**config.mk**
```make
export PLATFORM = sky130hd
export DESIGN_NAME = mdio_cmd_engine
export DESIGN_NICKNAME = d
export VERILOG_FILES = /design/src/rtl/mdio_cmd_pkg.sv /design/src/rtl/mdio_cmd_regs.sv /design/src/rtl/mdio_mdc_gen.sv /design/src/rtl/mdio_frame_seq.sv /design/src/rtl/mdio_cmd_engine.sv
export SDC_FILE = /design/constraint.sdc
export NUM_CORES = 1
export LEC_CHECK = 0
export BUFFER_PORTS_ARGS = -buffer_cell sky130_fd_sc_hd__buf_4
export CAP_MARGIN = 10
export CORE_ASPECT_RATIO = 0.9
export CORE_MARGIN = 4
export CORE_UTILIZATION = 40
export DETAILED_ROUTE_END_ITERATION = 10
export SYNTH_ARGS = -nofsm -noshare
export SYNTH_HDL_FRONTEND = slang
export SYNTH_SLANG_ARGS = --single-unit
export TNS_END_PERCENT = 10
```
**constraint.sdc**
```tcl
create_clock -name clk_i -period 2.5 [get_ports clk_i]
set_clock_uncertainty 0.15 [all_clocks]
set_input_delay 0.125 -clock clk_i [delete_from_list [all_inputs] [get_ports clk_i]]
set_output_delay 0.125 -clock clk_i [all_outputs]
set_load 0.01 [all_outputs]
```
**src/rtl/mdio_cmd_pkg.sv**
```systemverilog
package mdio_cmd_pkg;
  localparam int CMD_W      = 32;
  localparam int DATA_W     = 16;
  localparam int ADDR_W     = 5;
  localparam int PRE_BITS   = 32;
  localparam int FRAME_BITS = 64;
  localparam int TA_POS     = 46;  // first turnaround bit, frame order
  localparam int RDATA_POS  = 48;  // first data bit, frame order
  localparam int WR_BIT     = 31;
  localparam int RD_BIT     = 30;
  localparam int PHY_LSB    = 25;
  localparam int REG_LSB    = 20;
  localparam int BUS_BIT    = 16;

  typedef enum logic [1:0] {
    OP_WRITE = 2'b01,
    OP_READ  = 2'b10
  } mdio_op_e;

  typedef struct packed {
    logic              is_read;
    logic              ext_bus;
    logic [ADDR_W-1:0] phy;
    logic [ADDR_W-1:0] regad;
    logic [DATA_W-1:0] wdata;
  } mdio_req_t;
endpackage

```
**src/rtl/mdio_cmd_regs.sv**
```systemverilog
module mdio_cmd_regs
  import mdio_cmd_pkg::*;
(
  input  logic             clk_i,
  input  logic             rst_ni,
  input  logic             we_i,
  input  logic [CMD_W-1:0] wdata_i,
  input  logic             busy_i,
  output logic [CMD_W-1:0] cmd_o,
  output logic             start_o,
  output mdio_req_t        req_o
);
  logic [CMD_W-1:0] cmd_q;
  logic             accept;

  assign accept  = we_i && !busy_i;
  assign start_o = accept && (wdata_i[WR_BIT] ^ wdata_i[RD_BIT]);

  always_ff @(posedge clk_i or negedge rst_ni) begin
    if (!rst_ni)     cmd_q <= '0;
    else if (accept) cmd_q <= wdata_i;
  end

  assign req_o.is_read = wdata_i[RD_BIT];
  assign req_o.ext_bus = wdata_i[BUS_BIT];
  assign req_o.phy     = wdata_i[PHY_LSB +: ADDR_W];
  assign req_o.regad   = wdata_i[REG_LSB +: ADDR_W];
  assign req_o.wdata   = wdata_i[DATA_W-1:0];
  assign cmd_o         = cmd_q;
endmodule

```
**src/rtl/mdio_mdc_gen.sv**
```systemverilog
module mdio_mdc_gen #(
  parameter int HALF_DIV = 20
) (
  input  logic clk_i,
  input  logic rst_ni,
  input  logic en_i,
  output logic mdc_o,
  output logic rise_o,
  output logic fall_o
);
  localparam int DW = (HALF_DIV > 1) ? $clog2(HALF_DIV) : 1;

  logic [DW-1:0] cnt_q;
  logic          mdc_q;
  logic          tick;

  assign tick = en_i && (cnt_q == DW'(HALF_DIV - 1));

  always_ff @(posedge clk_i or negedge rst_ni) begin
    if (!rst_ni) begin
      cnt_q <= '0;
      mdc_q <= 1'b0;
    end else if (!en_i) begin
      cnt_q <= '0;
      mdc_q <= 1'b0;
    end else if (tick) begin
      cnt_q <= '0;
      mdc_q <= ~mdc_q;
    end else begin
      cnt_q <= cnt_q + 1'b1;
    end
  end

  assign mdc_o  = mdc_q;
  assign rise_o = tick && !mdc_q;
  assign fall_o = tick && mdc_q;
endmodule

```
**src/rtl/mdio_frame_seq.sv**
```systemverilog
module mdio_frame_seq
  import mdio_cmd_pkg::*;
(
  input  logic              clk_i,
  input  logic              rst_ni,
  input  logic              start_i,
  input  mdio_req_t         req_i,
  input  logic              rise_i,
  input  logic              fall_i,
  input  logic              mdi_i,
  output logic              busy_o,
  output logic              ext_o,
  output logic              mdo_o,
  output logic              oe_o,
  output logic              rd_done_o,
  output logic [DATA_W-1:0] rdata_o
);
  localparam int CNT_W = $clog2(FRAME_BITS);

  logic [FRAME_BITS-1:0] shift_q;
  logic [CNT_W-1:0]      bit_q;
  logic                  busy_q, rd_q, ext_q;
  logic [DATA_W-1:0]     rsh_q;
  logic [FRAME_BITS-1:0] frame_d;
  logic                  last_bit;

  always_comb begin
    if (req_i.is_read)
      frame_d = {{PRE_BITS{1'b1}}, 2'b01, OP_READ, req_i.phy, req_i.regad,
                 2'b00, {DATA_W{1'b0}}};
    else
      frame_d = {{PRE_BITS{1'b1}}, 2'b01, OP_WRITE, req_i.phy, req_i.regad,
                 2'b10, req_i.wdata};
  end

  assign last_bit = (bit_q == CNT_W'(FRAME_BITS - 1));

  always_ff @(posedge clk_i or negedge rst_ni) begin
    if (!rst_ni) begin
      shift_q <= '0;
      bit_q   <= '0;
      busy_q  <= 1'b0;
      rd_q    <= 1'b0;
      ext_q   <= 1'b0;
      rsh_q   <= '0;
    end else if (start_i && !busy_q) begin
      shift_q <= frame_d;
      bit_q   <= '0;
      busy_q  <= 1'b1;
      rd_q    <= req_i.is_read;
      ext_q   <= req_i.ext_bus;
    end else if (busy_q) begin
      if (rise_i && rd_q && bit_q >= CNT_W'(RDATA_POS))
        rsh_q <= {rsh_q[DATA_W-2:0], mdi_i};
      if (fall_i) begin
        if (last_bit) begin
          busy_q <= 1'b0;
        end else begin
          bit_q   <= bit_q + 1'b1;
          shift_q <= {shift_q[FRAME_BITS-2:0], 1'b0};
        end
      end
    end
  end

  assign busy_o    = busy_q;
  assign ext_o     = ext_q;
  assign mdo_o     = shift_q[FRAME_BITS-1];
  assign oe_o      = busy_q && (!rd_q || bit_q < CNT_W'(TA_POS));
  assign rd_done_o = busy_q && fall_i && last_bit && rd_q;
  assign rdata_o   = rsh_q;
endmodule

```
**src/rtl/mdio_cmd_engine.sv**
```systemverilog
module mdio_cmd_engine
  import mdio_cmd_pkg::*;
#(
  parameter int HALF_DIV = 20
) (
  input  logic        clk_i,
  input  logic        rst_ni,
  input  logic        cmd_we_i,
  input  logic [31:0] cmd_wdata_i,
  output logic [31:0] cmd_o,
  output logic [15:0] data_o,
  output logic        busy_o,
  output logic        int_mdc_o,
  output logic        int_mdio_o,
  output logic        int_mdio_oe_o,
  input  logic        int_mdio_i,
  output logic        ext_mdc_o,
  output logic        ext_mdio_o,
  output logic        ext_mdio_oe_o,
  input  logic        ext_mdio_i
);
  logic              start, busy, ext_sel, mdc, rise, fall, mdo, oe, mdi;
  logic              rd_done;
  logic [DATA_W-1:0] rdata, data_q;
  mdio_req_t         req;

  mdio_cmd_regs u_regs (
    .clk_i, .rst_ni,
    .we_i(cmd_we_i), .wdata_i(cmd_wdata_i), .busy_i(busy),
    .cmd_o, .start_o(start), .req_o(req)
  );

  mdio_mdc_gen #(.HALF_DIV(HALF_DIV)) u_mdc (
    .clk_i, .rst_ni, .en_i(busy),
    .mdc_o(mdc), .rise_o(rise), .fall_o(fall)
  );

  mdio_frame_seq u_seq (
    .clk_i, .rst_ni,
    .start_i(start), .req_i(req), .rise_i(rise), .fall_i(fall), .mdi_i(mdi),
    .busy_o(busy), .ext_o(ext_sel), .mdo_o(mdo), .oe_o(oe),
    .rd_done_o(rd_done), .rdata_o(rdata)
  );

  always_ff @(posedge clk_i or negedge rst_ni) begin
    if (!rst_ni)      data_q <= '0;
    else if (rd_done) data_q <= rdata;
  end

  assign mdi = ext_sel ? ext_mdio_i : int_mdio_i;

  assign int_mdc_o     = mdc && !ext_sel;
  assign int_mdio_o    = mdo && !ext_sel;
  assign int_mdio_oe_o = oe  && !ext_sel;
  assign ext_mdc_o     = mdc && ext_sel;
  assign ext_mdio_o    = mdo && ext_sel;
  assign ext_mdio_oe_o = oe  && ext_sel;

  assign data_o = data_q;
  assign busy_o = busy;
endmodule

```
# After elaboration in Yosys (flattened, before gate mapping)
# Cells that the tools add are included.
[totals]
in_bits = 37
out_inout_bits = 55
word_cells = 66
reg_bits = 143
[classes]
muxes = 18
addsub = 2
magnitude_cmp = 2
n_bitwise = 3
n_reduce_logical = 27
eq_ne = 4
[op_table]
columns = ["cell", "n"]
rows = [
  ["$mux W64", 4],
  ["$mux W30", 1],
  ["$mux W6", 4],
  ["$logic_and A1 B1 Y1", 18],
  ["$mux W5", 2],
  ["$mux W1", 7],
  ["$add A6 B1 Y6 const B", 1],
  ["$eq A6 B6 Y1 const B", 1],
  ["$ge A6 B6 Y1 const B", 1],
  ["$lt A6 B6 Y1 const B", 1],
  ["$reduce_and A3 Y1", 2],
  ["$add A5 B1 Y5 const B", 1],
  ["$eq A5 B5 Y1 const B", 1],
  ["$logic_not A1 Y1", 4],
  ["$ne A2 B2 Y1 const B", 2],
  ["$reduce_bool A2 Y1", 2],
  ["$not A1 Y1", 2],
  ["$logic_or A1 B1 Y1", 1],
  ["$xor A1 B1 Y1", 1],
]

# Depth between registers and ports, before layout
[logic_depth]
depth_word = 6
depth_mapped = 7
ltp_nobuf = 5

# Modules after synthesis
# A second synthesis with hierarchy kept.
[unflattened]
hier_cells = 533
hier_area_um2 = 6703.9
[by_module_without_submodules]
columns = ["module", "instances", "cells_each", "seq_area_each_um2", "area_per_inst_um2"]
rows = [
  ["mdio_frame_seq", 1, 364, 2227.1, 4119.0],
  ["mdio_cmd_regs", 1, 99, 800.8, 1580.3],
  ["mdio_cmd_engine", 1, 41, 400.4, 698.2],
  ["mdio_mdc_gen", 1, 29, 150.1, 306.5],
]

# Least setup slack after synthesis
# Ideal clock, no wire load.
[synth_timing]
path_type = "reg2reg"
start = "register u_mdc.cnt_q[0]"
end = "register data_q[10] (netlist: data_o[10])"
stages_incl_launch_ff = 8
arrival_ns = 1.793
path_slack_ns = 0.432
required_time_ns = 2.225
n_path_buf = 2
period_less_slack_ns = 2.068
setup_ns = 0.125
path_cell_list = "dfrtp_1 ha_1 and4bb_2 and3_1 buf_4 nand3_4 buf_6 mux2_4"
[synth_via]
elab_chain_cells = 6
[synth_lines]
columns = ["element", "line", "rtl"]
rows = [
  ["start: declaration", "mdio_mdc_gen.sv:13", "logic [DW-1:0] cnt_q;"],
  ["start signal: assignment", "mdio_mdc_gen.sv:30", "cnt_q <= cnt_q + 1'b1;"],
  ["$eq A5 B5 Y1", "mdio_mdc_gen.sv:17", "assign tick = en_i && (cnt_q == DW'(HALF_DIV - 1));"],
  ["$logic_and A1 B1 Y1", "mdio_mdc_gen.sv:17", ""],
  ["$logic_and A1 B1 Y1", "mdio_mdc_gen.sv:36", "assign fall_o = tick && mdc_q;"],
  ["$logic_and A1 B1 Y1 (3 in series)", "mdio_frame_seq.sv:70", "assign rd_done_o = busy_q && fall_i && last_bit && rd_q;"],
  ["end signal: assignment", "mdio_cmd_engine.sv:47", "else if (rd_done) data_q <= rdata;"],
  ["end: declaration", "mdio_cmd_engine.sv:24", "logic [DATA_W-1:0] rdata, data_q;"],
]
# Every way passes these cells.
# A chain may end at the register's enable or synchronous reset.

# Worst setup path in the final report
[layout_timing]
start = "register u_mdc.cnt_q[0]"
end = "register data_q[14] (netlist: data_o[14])"
# The elaborated chain is that of the path after synthesis.

==> metrics <==
run status=completed; sort of element at the start of the critical path=flop; number of register bits inferred by synthesis=143; Num CTS Buffers=17; main combinational cell family by area after synthesis=simple AND/OR/NAND/NOR gates; final weighted congestion in routability-driven placement=0.786; critical path class=reg2reg; power density over the cells=961 nW/um2; Post-Synth Adder-Cell Area=0.403%; setup repair after global routing missed its margin=false; minimum hold slack=53.7 ps; share of the synthesized netlist area taken by xor and xnor gates=0.564%; number of inserted diodes=0; clock transition at the registers of the reported paths=60 ps; Site Rows=42; Worst-Skew Late Latency=420 ps; global router's overall resource usage=16.2%; routed len/inst=14.7 um; HPWL after detailed placement=8930 um; count of flip-flops with a built-in enable after synthesis=0; cell area after synthesis=6210 um2; maximum number of pins on one net before global-route repair=64; TritonCTS clock tree=yes; area fraction in and, or, nand and nor cells after synthesis=19.3%; total vias in the final route=4,645; initial antenna violation count=0; setup TNS after final layout=0 ps; Worst Setup SP=u_mdc.cnt_q[0]; async set-or-reset flop fraction in the synthesized netlist=100%; Post-CTS Hold Buffers=34; Post-Syn Nets=628; Worst Hold Class=in2reg; CTS Sinks=143; PostCTS Resize Cnt=0; Worst Tran Pin Value=669 ps; maximum achievable frequency=455 MHz; compound-cell area share of the yosys netlist=9.45%; Final ANT Viol Nets=0; share of final-layout standard cells stronger than drive strength 1=25.1%; Worst Min Path Start=cmd_we_i; most common cell after layout, fill and taps aside=sky130_fd_sc_hd__nand2_1; core outline area=15,000 um2; post-CTS setup buffer count=0; Die W=139 um; max_slew headroom=55.4%; vias per cell=5.04; Synth Flop Type=sky130_fd_sc_hd__dfrtp_1; # Max-Cap Violations=0; mux contribution to synthesized area=9.45%; final net count=750; effective utilization at floorplan=41.5%; Netlist cell types=50; required time of the critical path=2650 ps; Detailed Route WL=13,600 um; highest-count cells in the layout ignoring fill and taps=173 x sky130_fd_sc_hd__nand2_1, 143 x sky130_fd_sc_hd__dfrtp_1, 103 x sky130_fd_sc_hd__buf_4; area of the die=17,600 um2; first-iteration detailed-routing DRC count=227; critical path data arrival time=2350 ps; number of H-tree levels=4; clk root buf=sky130_fd_sc_hd__clkbuf_16; final hold viol count=0; DRC violation count after routing=0; number of warnings reported in the yosys synthesis log=0; number of standard cells after synthesis=589; first-pass iteration count of the detailed router=4; input/output buffers=91; static leakage power=3.89 nW; vias in the first global route=4,716; wire length of the first global-routing pass=23,300 um; total global routing overflow=0; Top-Level Pins=92; clock period minus worst slack=2200 ps; kind of capture point of the worst setup path=flop; maximum root-to-sink buffer count=2; final-report setup violation count=0; Seq/Total Area, Yosys=57.6%; IR Drop Worst-Case VDD=0.588 mV; startpoint of the lowest-slack register-to-register path=u_mdc.cnt_q[0]; maximum fanout count along the critical path=16; total count of max-transition violations in the final report=0; mean area per synthesized cell=10.5 um2; share of the cycle needed by the critical path after routing=87.9%; die span in y=126 um; area added between synthesis and finish=30.5%
report_power, final:
part           switching, mW  internal [mW]  total, mW
registers              0.415           2.87       3.28
clock network          0.957           1.76       2.72
logic                  0.814          0.973       1.79
per-stage QoR:
step           instances  total power [mW]  setup slack [ps]  area (um2)  util [%]
2_1_floorplan        589              4.22               432        6210         -
3_3_place_gp         856              5.00               347        7120      47.5
3_5_place_dp         856              5.07               274        7120      47.5
4_1_cts              922              7.89               265        8100      54.1
5_1_grt              922              8.26               166        8100      54.1
6_report             922              7.79               304        8100      54.1
flip-flops by register name (all words and copies together) (netlist names):
signal and count:
u_seq.ext_o 1, u_seq.rdata_o 16, u_seq.rd_q 1, u_seq.shift_q 64
u_seq.bit_q 6, u_mdc.mdc_o 1, data_o 16, u_seq.busy_o 1
u_regs.cmd_o 32, u_mdc.cnt_q 5
critical path, cell delays in order (launching register included):
cell and delay [ps]:
sky130_fd_sc_hd__dfrtp_1 360, sky130_fd_sc_hd__ha_1 260, sky130_fd_sc_hd__and4bb_2 320, sky130_fd_sc_hd__and3_1 310, sky130_fd_sc_hd__nand3_4 290, sky130_fd_sc_hd__mux2_4 380
layout make-up:
cell class	instances	area, um2
Clock inverter	15	218
Sequential cell	143	3580
Tap cell	198	248
Multi-Input combinational cell	401	2440
Fill cell	1332	6870
Timing Repair Buffer	140	1160
Clock buffer	17	425
Inverter	8	30.0
layer usage:
layer	GRT usage [%]	share of wire [%]	up-vias
met1	21.6	46	2269
met2	25.0	47	111
met5	0	0	-
met4	5.70	1.7	0
li1	-	-	2245
met3	5.27	5.0	20
kinds of logic (layout without fill, tap and decap cells):
kind of cell             Yosys count  after routing
AND/OR/NAND/NOR                  261            261
AO/OA/AOI/OAI                     85             85
XOR/XNOR                           4              4
buffers and inverters             45            180
adder cells (fa/ha/maj)            2              2
flip-flops                       143            143
multiplexers                      49             49
cell usage after synthesis, types with 2 or more instances:
master	instances	area, um2
sky130_fd_sc_hd__mux2i_1	2	20.0
sky130_fd_sc_hd__buf_4	2	15.0
sky130_fd_sc_hd__inv_1	8	30.0
sky130_fd_sc_hd__mux2_1	11	124
sky130_fd_sc_hd__clkbuf_1	23	86.3
sky130_fd_sc_hd__o2bb2ai_1	16	140
sky130_fd_sc_hd__o31ai_1	2	15.0
sky130_fd_sc_hd__dfrtp_1	143	3580
sky130_fd_sc_hd__nand2b_1	2	12.5
sky130_fd_sc_hd__nand2_1	173	649
sky130_fd_sc_hd__and2_1	6	37.5
sky130_fd_sc_hd__a21o_1	2	15.0
sky130_fd_sc_hd__buf_1	2	7.51
sky130_fd_sc_hd__mux2_4	10	150
sky130_fd_sc_hd__xnor2_1	3	26.3
sky130_fd_sc_hd__nand3_1	37	185
sky130_fd_sc_hd__ha_1	2	25.0
sky130_fd_sc_hd__o21ai_0	13	65.1
sky130_fd_sc_hd__a2bb2oi_1	10	87.6
sky130_fd_sc_hd__mux2_2	26	293
sky130_fd_sc_hd__buf_2	8	40.0
sky130_fd_sc_hd__buf_6	2	22.5
sky130_fd_sc_hd__a21oi_1	24	120
sky130_fd_sc_hd__nor2_1	6	22.5
sky130_fd_sc_hd__and3_1	4	25.0
sky130_fd_sc_hd__nor2b_1	19	119
sky130_fd_sc_hd__o22ai_1	10	62.6
path summary, 6_finish.rpt:
kind,to,slack (ps),cells after the start
max,data_o[14],300,5
min in group asynchronous,u_regs.cmd_o[28],120,2
max reg2reg,data_o[14],300,5
max in group asynchronous,u_seq.shift_q[56],1360,3
min reg2reg,u_mdc.cnt_q[0],300,1
min,u_seq.rd_q,50,4
(Power assumes the default switching activity.)
